==> src/rtl/gluepkg.sv <==
package gluepkg;
  localparam int NREG = 5;

  typedef enum logic [2:0] {
    IDX_A     = 3'd0,
    IDX_B     = 3'd1,
    IDX_GCD   = 3'd2,
    IDX_CNT   = 3'd3,
    IDX_STATE = 3'd4
  } reg_idx_e;
endpackage

==> src/rtl/glue_read_mux.sv <==
module glue_read_mux #(
  parameter int          DATA_W  = 8,
  parameter int          ADDR_W  = 8,
  parameter logic [7:0]  RD_A    = 8'h00,
  parameter logic [7:0]  RD_B    = 8'h01,
  parameter logic [7:0]  RD_BTN  = 8'h02
) (
  input  logic [ADDR_W-1:0] addr,
  input  logic [DATA_W-1:0] opa,
  input  logic [DATA_W-1:0] opb,
  input  logic              btn_go,
  input  logic              btn_step,
  output logic [DATA_W-1:0] rdata
);
  localparam int PAD_W = DATA_W - 2;

  logic [DATA_W-1:0] btn_byte;
  assign btn_byte = {{PAD_W{1'b0}}, btn_step, btn_go};

  always_comb begin
    rdata = '0;
    if (addr == ADDR_W'(RD_A))        rdata = opa;
    else if (addr == ADDR_W'(RD_B))   rdata = opb;
    else if (addr == ADDR_W'(RD_BTN)) rdata = btn_byte;
  end
endmodule

==> src/rtl/glue_write_decode.sv <==
module glue_write_decode
  import gluepkg::*;
#(
  parameter int         ADDR_W  = 8,
  parameter int         KADDR_W = 4,
  parameter logic [7:0] WR_BASE = 8'h10,
  parameter logic [3:0] K_STATE = 4'h1,
  parameter logic [3:0] K_CNT   = 4'h2
) (
  input  logic [ADDR_W-1:0] addr,
  input  logic              wr_stb,
  input  logic              k_stb,
  output logic [NREG-1:0]   we
);
  logic [NREG-1:0]    reg_hit;
  logic [NREG-1:0]    k_hit;
  logic [KADDR_W-1:0] k_addr;

  assign k_addr = addr[KADDR_W-1:0];

  for (genvar i = 0; i < NREG; i++) begin : g_hit
    localparam logic [ADDR_W-1:0] SLOT = ADDR_W'(int'(WR_BASE) + i);
    assign reg_hit[i] = (addr == SLOT);
  end

  always_comb begin
    k_hit = '0;
    k_hit[int'(IDX_STATE)] = (k_addr == KADDR_W'(K_STATE));
    k_hit[int'(IDX_CNT)]   = (k_addr == KADDR_W'(K_CNT));
  end

  always_comb begin
    if (wr_stb)     we = reg_hit;
    else if (k_stb) we = k_hit;
    else            we = '0;
  end
endmodule

==> src/rtl/glue_hold_reg.sv <==
module glue_hold_reg #(
  parameter int W = 8
) (
  input  logic         clk,
  input  logic         rst_n,
  input  logic         we,
  input  logic [W-1:0] d,
  output logic [W-1:0] q
);
  always_ff @(posedge clk or negedge rst_n) begin
    if (!rst_n)  q <= '0;
    else if (we) q <= d;
  end


  hold_when_idle_chk: assert property (@(posedge clk) disable iff (!rst_n)
    !we |=> $stable(q));

  load_on_enable_chk: assert property (@(posedge clk) disable iff (!rst_n)
    we |=> q == $past(d));
endmodule

==> src/rtl/gcd_port_glue.sv <==
module gcd_port_glue
  import gluepkg::*;
#(
  parameter int         DATA_W  = 8,
  parameter int         ADDR_W  = 8,
  parameter int         KADDR_W = 4,
  parameter logic [7:0] WR_BASE = 8'h10,
  parameter logic [3:0] K_STATE = 4'h1,
  parameter logic [3:0] K_CNT   = 4'h2
) (
  input  logic              clk,
  input  logic              rst_n,
  input  logic [ADDR_W-1:0] port_id,
  output logic [DATA_W-1:0] in_port,
  input  logic              write_strobe,
  input  logic              k_write_strobe,
  input  logic [DATA_W-1:0] out_port,
  input  logic [DATA_W-1:0] ain,
  input  logic [DATA_W-1:0] bin,
  input  logic              btn_start_ack,
  input  logic              btn_step,
  output logic [DATA_W-1:0] a_out,
  output logic [DATA_W-1:0] b_out,
  output logic [DATA_W-1:0] gcd_out,
  output logic [DATA_W-1:0] icount_out,
  output logic [DATA_W-1:0] state_out
);
  localparam logic [ADDR_W-1:0] A_SLOT     = ADDR_W'(int'(WR_BASE) + int'(IDX_A));
  localparam logic [ADDR_W-1:0] STATE_SLOT = ADDR_W'(int'(WR_BASE) + int'(IDX_STATE));

  logic [NREG-1:0]   we;
  logic [DATA_W-1:0] hold_q [NREG];

  glue_read_mux #(.DATA_W(DATA_W), .ADDR_W(ADDR_W)) u_rd (
    .addr(port_id), .opa(ain), .opb(bin),
    .btn_go(btn_start_ack), .btn_step(btn_step), .rdata(in_port)
  );

  glue_write_decode #(
    .ADDR_W(ADDR_W), .KADDR_W(KADDR_W), .WR_BASE(WR_BASE),
    .K_STATE(K_STATE), .K_CNT(K_CNT)
  ) u_dec (
    .addr(port_id), .wr_stb(write_strobe), .k_stb(k_write_strobe), .we(we)
  );

  for (genvar i = 0; i < NREG; i++) begin : g_reg
    glue_hold_reg #(.W(DATA_W)) u_hold (
      .clk(clk), .rst_n(rst_n), .we(we[i]), .d(out_port), .q(hold_q[i])
    );
  end

  assign a_out      = hold_q[int'(IDX_A)];
  assign b_out      = hold_q[int'(IDX_B)];
  assign gcd_out    = hold_q[int'(IDX_GCD)];
  assign icount_out = hold_q[int'(IDX_CNT)];
  assign state_out  = hold_q[int'(IDX_STATE)];


  reset_clear_chk: assert property (@(posedge clk)
    !rst_n |=> (state_out == '0 || rst_n));

  read_opa_chk: assert property (@(posedge clk) disable iff (!rst_n)
    port_id == ADDR_W'(0) |-> in_port == ain);

  read_unmapped_chk: assert property (@(posedge clk) disable iff (!rst_n)
    port_id[ADDR_W-1] |-> in_port == '0);

  full_decode_chk: assert property (@(posedge clk) disable iff (!rst_n)
    (write_strobe && port_id != A_SLOT) |=> $stable(a_out));

  k_state_load_chk: assert property (@(posedge clk) disable iff (!rst_n)
    (k_write_strobe && !write_strobe && port_id[KADDR_W-1:0] == KADDR_W'(K_STATE))
      |=> state_out == $past(out_port));

  strobe_priority_chk: assert property (@(posedge clk) disable iff (!rst_n)
    (write_strobe && k_write_strobe && port_id != STATE_SLOT) |=> $stable(state_out));
endmodule

==> config.mk <==
export PLATFORM = sky130hd
export DESIGN_NAME = gcd_port_glue
export DESIGN_NICKNAME = d
export VERILOG_FILES = /design/src/rtl/gluepkg.sv /design/src/rtl/glue_read_mux.sv /design/src/rtl/glue_write_decode.sv /design/src/rtl/glue_hold_reg.sv /design/src/rtl/gcd_port_glue.sv
export SDC_FILE = /design/constraint.sdc
export NUM_CORES = 1
export LEC_CHECK = 0
export ABC_CLOCK_PERIOD_IN_PS = 5900
export CAP_MARGIN = 20
export CORE_ASPECT_RATIO = 2
export CORE_MARGIN = 2
export CORE_UTILIZATION = 43
export DETAILED_ROUTE_END_ITERATION = 6
export GPL_ROUTABILITY_DRIVEN = 0
export HOLD_SLACK_MARGIN = 0.1
export PLACE_DENSITY = 0.85
export SLEW_MARGIN = 20
export SYNTH_ARGS = -nofsm -noshare
export SYNTH_HDL_FRONTEND = slang
export SYNTH_SLANG_ARGS = --single-unit
==> constraint.sdc <==
create_clock -name clk -period 5.9 [get_ports clk]
set_clock_uncertainty 0.1 [all_clocks]
set_input_delay 1.18 -clock clk [delete_from_list [all_inputs] [get_ports clk]]
set_output_delay 1.18 -clock clk [all_outputs]
set_load 0.02 [all_outputs]
==> reports/results.txt, run 1 <==
P&R area growth vs syn: 58.50%
Max clock buf depth: 2
Seq/Total Area, Yosys: 0.5814
Antenna Nets Post-Route: 0
Worst hold start: g_reg[1].u_hold.q[0]$_DFFE_PN0P_
Worst-path fanout max: 8
RSZ-0062 raised after global routing: false
Critical Path RT: 4.62 ns
All-layer global routing usage: 0.2276
Syn Area/Cell: 15.24 µm²
PD cells: 264.2 nW/µm²
Residual DRC: 0
Fin. max-slew vios: 0
Setup TNS: 0 ns
Critical Path AT: 3.66 ns
Vias: 1,333
Max-cap violations: 0
Lkg Pwr: 1.186 nW
Final wirelength: 4823 µm
Die area: 4556 µm²
Ant. Diodes: 0
Min Tclk post-route: 4.935 ns
Slew HR: 0.4254
Setup Fix Bufs, Post-CTS: 0
Post-synth cell types: 23
Worst vdd ir: 0.2227 mV
FF-to-FF Start: g_reg[2].u_hold.q[1]$_DFFE_PN0P_
Synth Cell Area: 1722 µm²
Hold Buf Count CTS: 0
Layout cells sized above 1: 0.2696
Nets: 241
HPWL Detailed: 3872 µm
Die height: 93.49 µm
Row cnt: 32
First-pass GRT wire length: 7734 µm
HP Class: register to register
Largest net degree at the start of global routing: 41
Max reg flops: 40
Via/cell ratio: 5.227
Drt pass-1 iters: 3
Num ports: 86
R2R Path End: g_reg[2].u_hold.q[1]$_DFFE_PN0P_
Pwr Total: 0.0007209 W
Synthesis-stage register bit count: 40
Number of CTS-inserted buffers: 5
Reg with most FFs: g.u_hold.q
Type of origin of the critical path: primary input
Worst Path Class, Setup: primary input to primary output
Status: complete, no violations
Largest cells by area after synthesis: dfrtp_1 (58%), mux2_2 (26%), a22o_1 (3.1%)
Final Setup Violations: 0
Clk_lat worst skew: 0.29 ns
Worst hold endpoint: g_reg[1].u_hold.q[0]$_DFFE_PN0P_
# port buffers: 85
Hold-critical path depth: 1
Synthesized Nets: 151
H-tree depth: 2
Vias in the first global route: 1,457
Critical Path End Type: primary output
Reg2Reg Setup Slack: 4.99 ns
First DRT Iteration DRCs: 20
CTS tree: built
Area of the core: 3844 µm²
Worst-path clk slew: 0.08 ns
Initial antenna violation count: 0
Fmax: 202.6 MHz
Initial Util: 0.4479
Post-Synthesis Cells: 113
Largest registers: g.u_hold.q x40
Worst-Margin Slew: 0.8619 ns
Top cell type's share of synthesized area: 0.5814
Clk sinks: 40
Fillers: 278
Avg WL per Cell: 18.91 µm
Final hold violations: 0
Yosys top cell by area: dfrtp_1
Die width: 48.74 µm
Ys Warns: 0
Quantity of gates resized following cts: 0
Reg2reg path depth: 1
Root Driver: clkbuf_8
Gr ovfl total: 0
Final Cycle Share: 0.8365
-- per-layer routing --
metal	up-vias	part of all wire	GRT usage
met1	657	0.31	0.2023
met5	-	0	0
met2	65	0.59	0.4452
met3	12	0.065	0.06070
met4	0	0.035	0.1214
li1	599	-	-
-- how the worst max path moves through the flow --
| stage | startpoint | end | slack [ns] | depth (start not counted) |
|---|---|---|---|---|
| after floorplan | port_id[5] | in_port[0] | 2.16 | 3 |
| after global placement | port_id[3] | in_port[1] | 1.04 | 6 |
| after detailed placement | port_id[3] | in_port[1] | 0.96 | 6 |
| after CTS | port_id[3] | in_port[1] | 0.96 | 6 |
| after global routing | port_id[3] | in_port[1] | 0.80 | 6 |
| final | port_id[3] | in_port[1] | 0.96 | 6 |
-- worst max-delay path, stage by stage --
cell and delay (ns):
clkdlybuf4s50_1 0.54, or3_1 0.46, nor4_2 0.62, nand2_1 0.12
o21ai_0 0.10, clkdlybuf4s50_1 0.62
-- layout make-up --
class | instances | area (µm²) | share of cell area
Clock inverter | 2 | 35.03 | 0.01284
Inverter | 1 | 3.754 | 0.001376
Timing Repair Buffer | 85 | 845.8 | 0.3099
Sequential cell | 40 | 1001 | 0.3668
Tap cell | 51 | 63.81 | 0.02338
Multi-Input combinational cell | 70 | 706.9 | 0.2591
Clock buffer | 6 | 72.57 | 0.02659
-- synthesized netlist by cell type --
cell type	count
mux2_2	40
buf_2	1
a21oi_4	1
inv_2	1
nor2b_1	1
nor4b_4	1
a2bb2oi_1	1
mux2i_1	2
nor3_1	1
nand2b_1	1
nor2_1	1
clkbuf_2	1
nand4_1	1
nand3_1	1
and4bb_2	1
or3_1	3
dfrtp_1	40
o21ai_0	2
nor4_2	2
a22o_1	6
nand2_1	2
nand4b_1	2
or4_4	1
-- layout by cell type (no fill, tap or decap) --
| cell | count |
|---|---|
| a2bb2oi_1 | 1 |
| clkdlybuf4s50_1 | 84 |
| nor2b_1 | 1 |
| or4_4 | 1 |
| inv_2 | 1 |
| buf_2 | 1 |
| and4bb_2 | 1 |
| nor3_1 | 1 |
| mux2_2 | 40 |
| clkbuf_1 | 1 |
| nor2_1 | 1 |
| nand2_1 | 2 |
| nand2b_1 | 1 |
| clkinv_2 | 1 |
| clkbuf_8 | 5 |
| a21oi_4 | 1 |
| nand4b_1 | 2 |
| nand4_1 | 1 |
| o21ai_0 | 2 |
| dfrtp_1 | 40 |
| bufinv_16 | 1 |
| nor4_2 | 2 |
| a22o_1 | 6 |
| mux2i_1 | 2 |
| or3_1 | 3 |
| nand3_1 | 1 |
| nor4b_4 | 1 |
-- stage by stage --
step / hold WS, ns / utilization / setup slack (ns) / instances / instance area [µm²]
6_report: 0.4075 / 0.7100 / 0.9647 / 255 / 2729
2_1_floorplan: 0.5353 / - / 2.156 / 113 / 1722
5_1_grt: 0.4256 / 0.7100 / 0.8013 / 255 / 2729
4_1_cts: 0.4123 / 0.7100 / 0.9554 / 255 / 2729
3_3_place_gp: 0.3893 / 0.6820 / 1.040 / 247 / 2621
3_5_place_dp: 0.3925 / 0.6820 / 0.9607 / 247 / 2621
-- kinds of logic (layout without fill, tap and decap cells) --
kind of cell,after synthesis,after routing,share of synthesized area
AOI/OAI and AO/OA,10,10,0.05088
DFF,40,40,0.5814
buffers and inverters,3,94,0.007987
and+or+nand+nor,18,18,0.08648
muxes,42,42,0.2733
-- report_power, final --
group	internal (W)	switching, W	total [W]
Sequential	0.000306	0.0000182	0.000324
Clock	0.000125	0.0000899	0.000215
Combinational	0.000100	0.0000814	0.000182
Total	0.000531	0.000190	0.000721
(Power assumes the default switching activity.)
==> run 2, diff against run 1 <==
ABC_CLOCK_PERIOD_IN_PS = 4800   (was 5900)
CORE_UTILIZATION = 40   (was 43)
PLACE_DENSITY = 0.8   (was 0.85)
clock period = 4.8 ns   (was 5.9 ns; I/O delays follow)
==> run 2 against run 1 <==
Global-route usage is 3.0 points lower. Critical endpoint is now in_port[5]. Sequential cell count unchanged. Count of clock-buffer cells in the layout unchanged. Largest cell class unchanged. Die area up 7.0%. Sequential share of layout area down 0.12 points. Routed wire length shrank 5.9%.
==> reports/results.txt, run 2 (synthesis gave the netlist of run 1 again) <==
Lkg Pwr: 1.192 nW (+0.46%)
Vias: 1,326 (-0.53%)
Setup Fix Bufs, Post-CTS: 0 (unchanged)
Num ports: 86 (unchanged)
Nets: 242 (+0.41%)
Largest registers: g.u_hold.q x40
PD cells: 322.9 nW/µm² (+22%)
Pwr Total: 0.0008839 W (+23%)
Internal: 0.0006533 W (+23%)
Most frequent cells in the layout: clkdlybuf4s50_1 (84), mux2_2 (40), dfrtp_1 (40), a22o_1 (6), clkbuf_8 (5)
Via/cell ratio: 5.160 (-1.3%)
Drt pass-1 iters: 2 (-1)
Area of the multi-input gates: 706.9 µm² (unchanged)
Die height: 96.78 µm (+3.5%)
Most common cell after layout, fill and taps aside: clkdlybuf4s50_1
Number of CTS-inserted buffers: 5 (unchanged)
Final wirelength: 4540 µm (-5.9%)
Row cnt: 33 (+3.1%)
Worst-Margin Slew: 0.8497 ns (-0.01218 ns)
Clk sinks: 40 (unchanged)
Type of origin of the critical path: primary input
Reg with most FFs: g.u_hold.q
Register Area: 1001 µm² (unchanged)
All-layer global routing usage: 0.1981 (-0.02952)
Area of the core: 4129 µm² (+7.4%)
Hold Buf Count CTS: 0 (unchanged)
Max-cap violations: 0 (unchanged)
Flop pwr share: 0.451 (+0.002)
Switching Share: 0.2609 (-0.002019)
Critical Path End Type: primary output
Final Setup Violations: 0 (unchanged)
Gr ovfl total: 0 (unchanged)
Fillers: 324 (+17%)
Min Tclk post-route: 4.342 ns
Layout cells sized above 1: 0.2732 (+0.003563)
HPWL Detailed: 3497 µm (-9.7%)
Critical Path RT: 3.74 ns (-0.88 ns)
Die width: 50.39 µm (+3.4%)
Slew HR: 0.4335 (+0.008119)
Core Util, Final: 0.6630 (-0.04693)
P&R area growth vs syn: 59.01%
CTS tree: built
Initial antenna violation count: 0 (unchanged)
Fin. max-slew vios: 0 (unchanged)
Critical Path AT: 3.28 ns (-0.38 ns)
Fmax: 230.3 MHz
HP Class: register to register
Final Cycle Share: 0.9047
Clk_lat worst skew: 0.28 ns (about the same)
Max reg flops: 40 (unchanged)
NetSw: 0.0002306 W (+22%)
Final hold violations: 0 (unchanged)
Worst-path fanout max: 6 (-2)
Quantity of gates resized following cts: 0 (unchanged)
Die area: 4877 µm² (+7.0%)
Comb pwr share: 0.251 (about the same)
Avg WL per Cell: 17.67 µm (-6.6%)
H-tree depth: 2 (unchanged)
RSZ-0062 raised after global routing: false
Worst Path Class, Setup: primary input to primary output
Vias in the first global route: 1,463 (+0.41%)
First-pass GRT wire length: 7348 µm (-5.0%)
Clk network pwr share: 0.298 (about the same)
Residual DRC: 0 (unchanged)
# port buffers: 85 (unchanged)
Max clock buf depth: 2 (unchanged)
Root Driver: clkbuf_8
Antenna Nets Post-Route: 0 (unchanged)
Worst-path clk slew: 0.07 ns (about the same)
Status: complete, no violations
Setup TNS: 0 ns (unchanged)
Initial Util: 0.4170 (-0.03095)
First DRT Iteration DRCs: 16 (-20%)
Largest net degree at the start of global routing: 41 (unchanged)
Worst vdd ir: 0.2647 mV (+19%)
Ant. Diodes: 0 (unchanged)
[run 2: cell types whose count changed in the layout (fill, tap and decap cells not counted)]
| cell | delta |
|---|---|
| buf_4 | +1 |
[run 2: final cells by class]
class                      count  area share
sequential                    40      0.3656
inverter                       1    0.001371
multi-input combinational     70      0.2582
clock inverter                 2     0.01280
timing repair buffer          86      0.3117
tap                           52     0.02377
clock buffer                   6     0.02651
[run 2: per-layer routing]
metal  GRT usage  share of wire  up-vias  wire length [µm]
li1            -              -      603                 -
met1      0.1929           0.35      646              1573
met2      0.3725           0.56       65              2563
met3     0.05247          0.066       12               298
met4     0.08108          0.023        0               105
met5           0              0        -                 0
[run 2: metrics by stage]
| stage | setup WS (ns) | cell area (µm²) | hold WS [ns] | instances |
|---|---|---|---|---|
| 2_1_floorplan | 1.496 | 1722 | 0.5353 | 113 |
| 3_3_place_gp | 0.5081 | 2630 | 0.3901 | 249 |
| 3_5_place_dp | 0.4617 | 2630 | 0.3923 | 249 |
| 4_1_cts | 0.4574 | 2738 | 0.4110 | 257 |
| 5_1_grt | 0.2994 | 2738 | 0.4240 | 257 |
| 6_report | 0.4575 | 2738 | 0.4068 | 257 |
[run 2: worst paths after layout]
path / startpoint / to / slack, ns / cells past startpoint
min in group asynchronous: rst_n / g_reg[0].u_hold.q[6]$_DFFE_PN0P_ / 0.67 / 1
worst min register to register: g_reg[4].u_hold.q[7]$_DFFE_PN0P_ / g_reg[4].u_hold.q[7]$_DFFE_PN0P_ / 0.41 / 1
worst min-delay path: g_reg[4].u_hold.q[7]$_DFFE_PN0P_ / g_reg[4].u_hold.q[7]$_DFFE_PN0P_ / 0.41 / 1
worst max register to register: g_reg[3].u_hold.q[5]$_DFFE_PN0P_ / g_reg[3].u_hold.q[5]$_DFFE_PN0P_ / 3.91 / 1
max in group asynchronous: rst_n / g_reg[3].u_hold.q[3]$_DFFE_PN0P_ / 3.38 / 1
worst max-delay path: port_id[3] / in_port[5] / 0.46 / 5
[run 2: critical path, cell delays in order]
cell             delay [ns]
clkdlybuf4s50_1        0.54
or3_1                  0.45
nor4_2                 0.50
a22o_1                 0.24
clkdlybuf4s50_1        0.60
[run 2: power groups by stage]
stage	Sequential (W)	Clock [W]	Combinational, W
finish	0.000398	0.000264	0.000222
floorplan	0.000450	0	0.0000430
global route	0.000403	0.000287	0.000234
global placement	0.000402	0	0.000218
detailed placement	0.000405	0	0.000224
CTS	0.000399	0.000273	0.000225
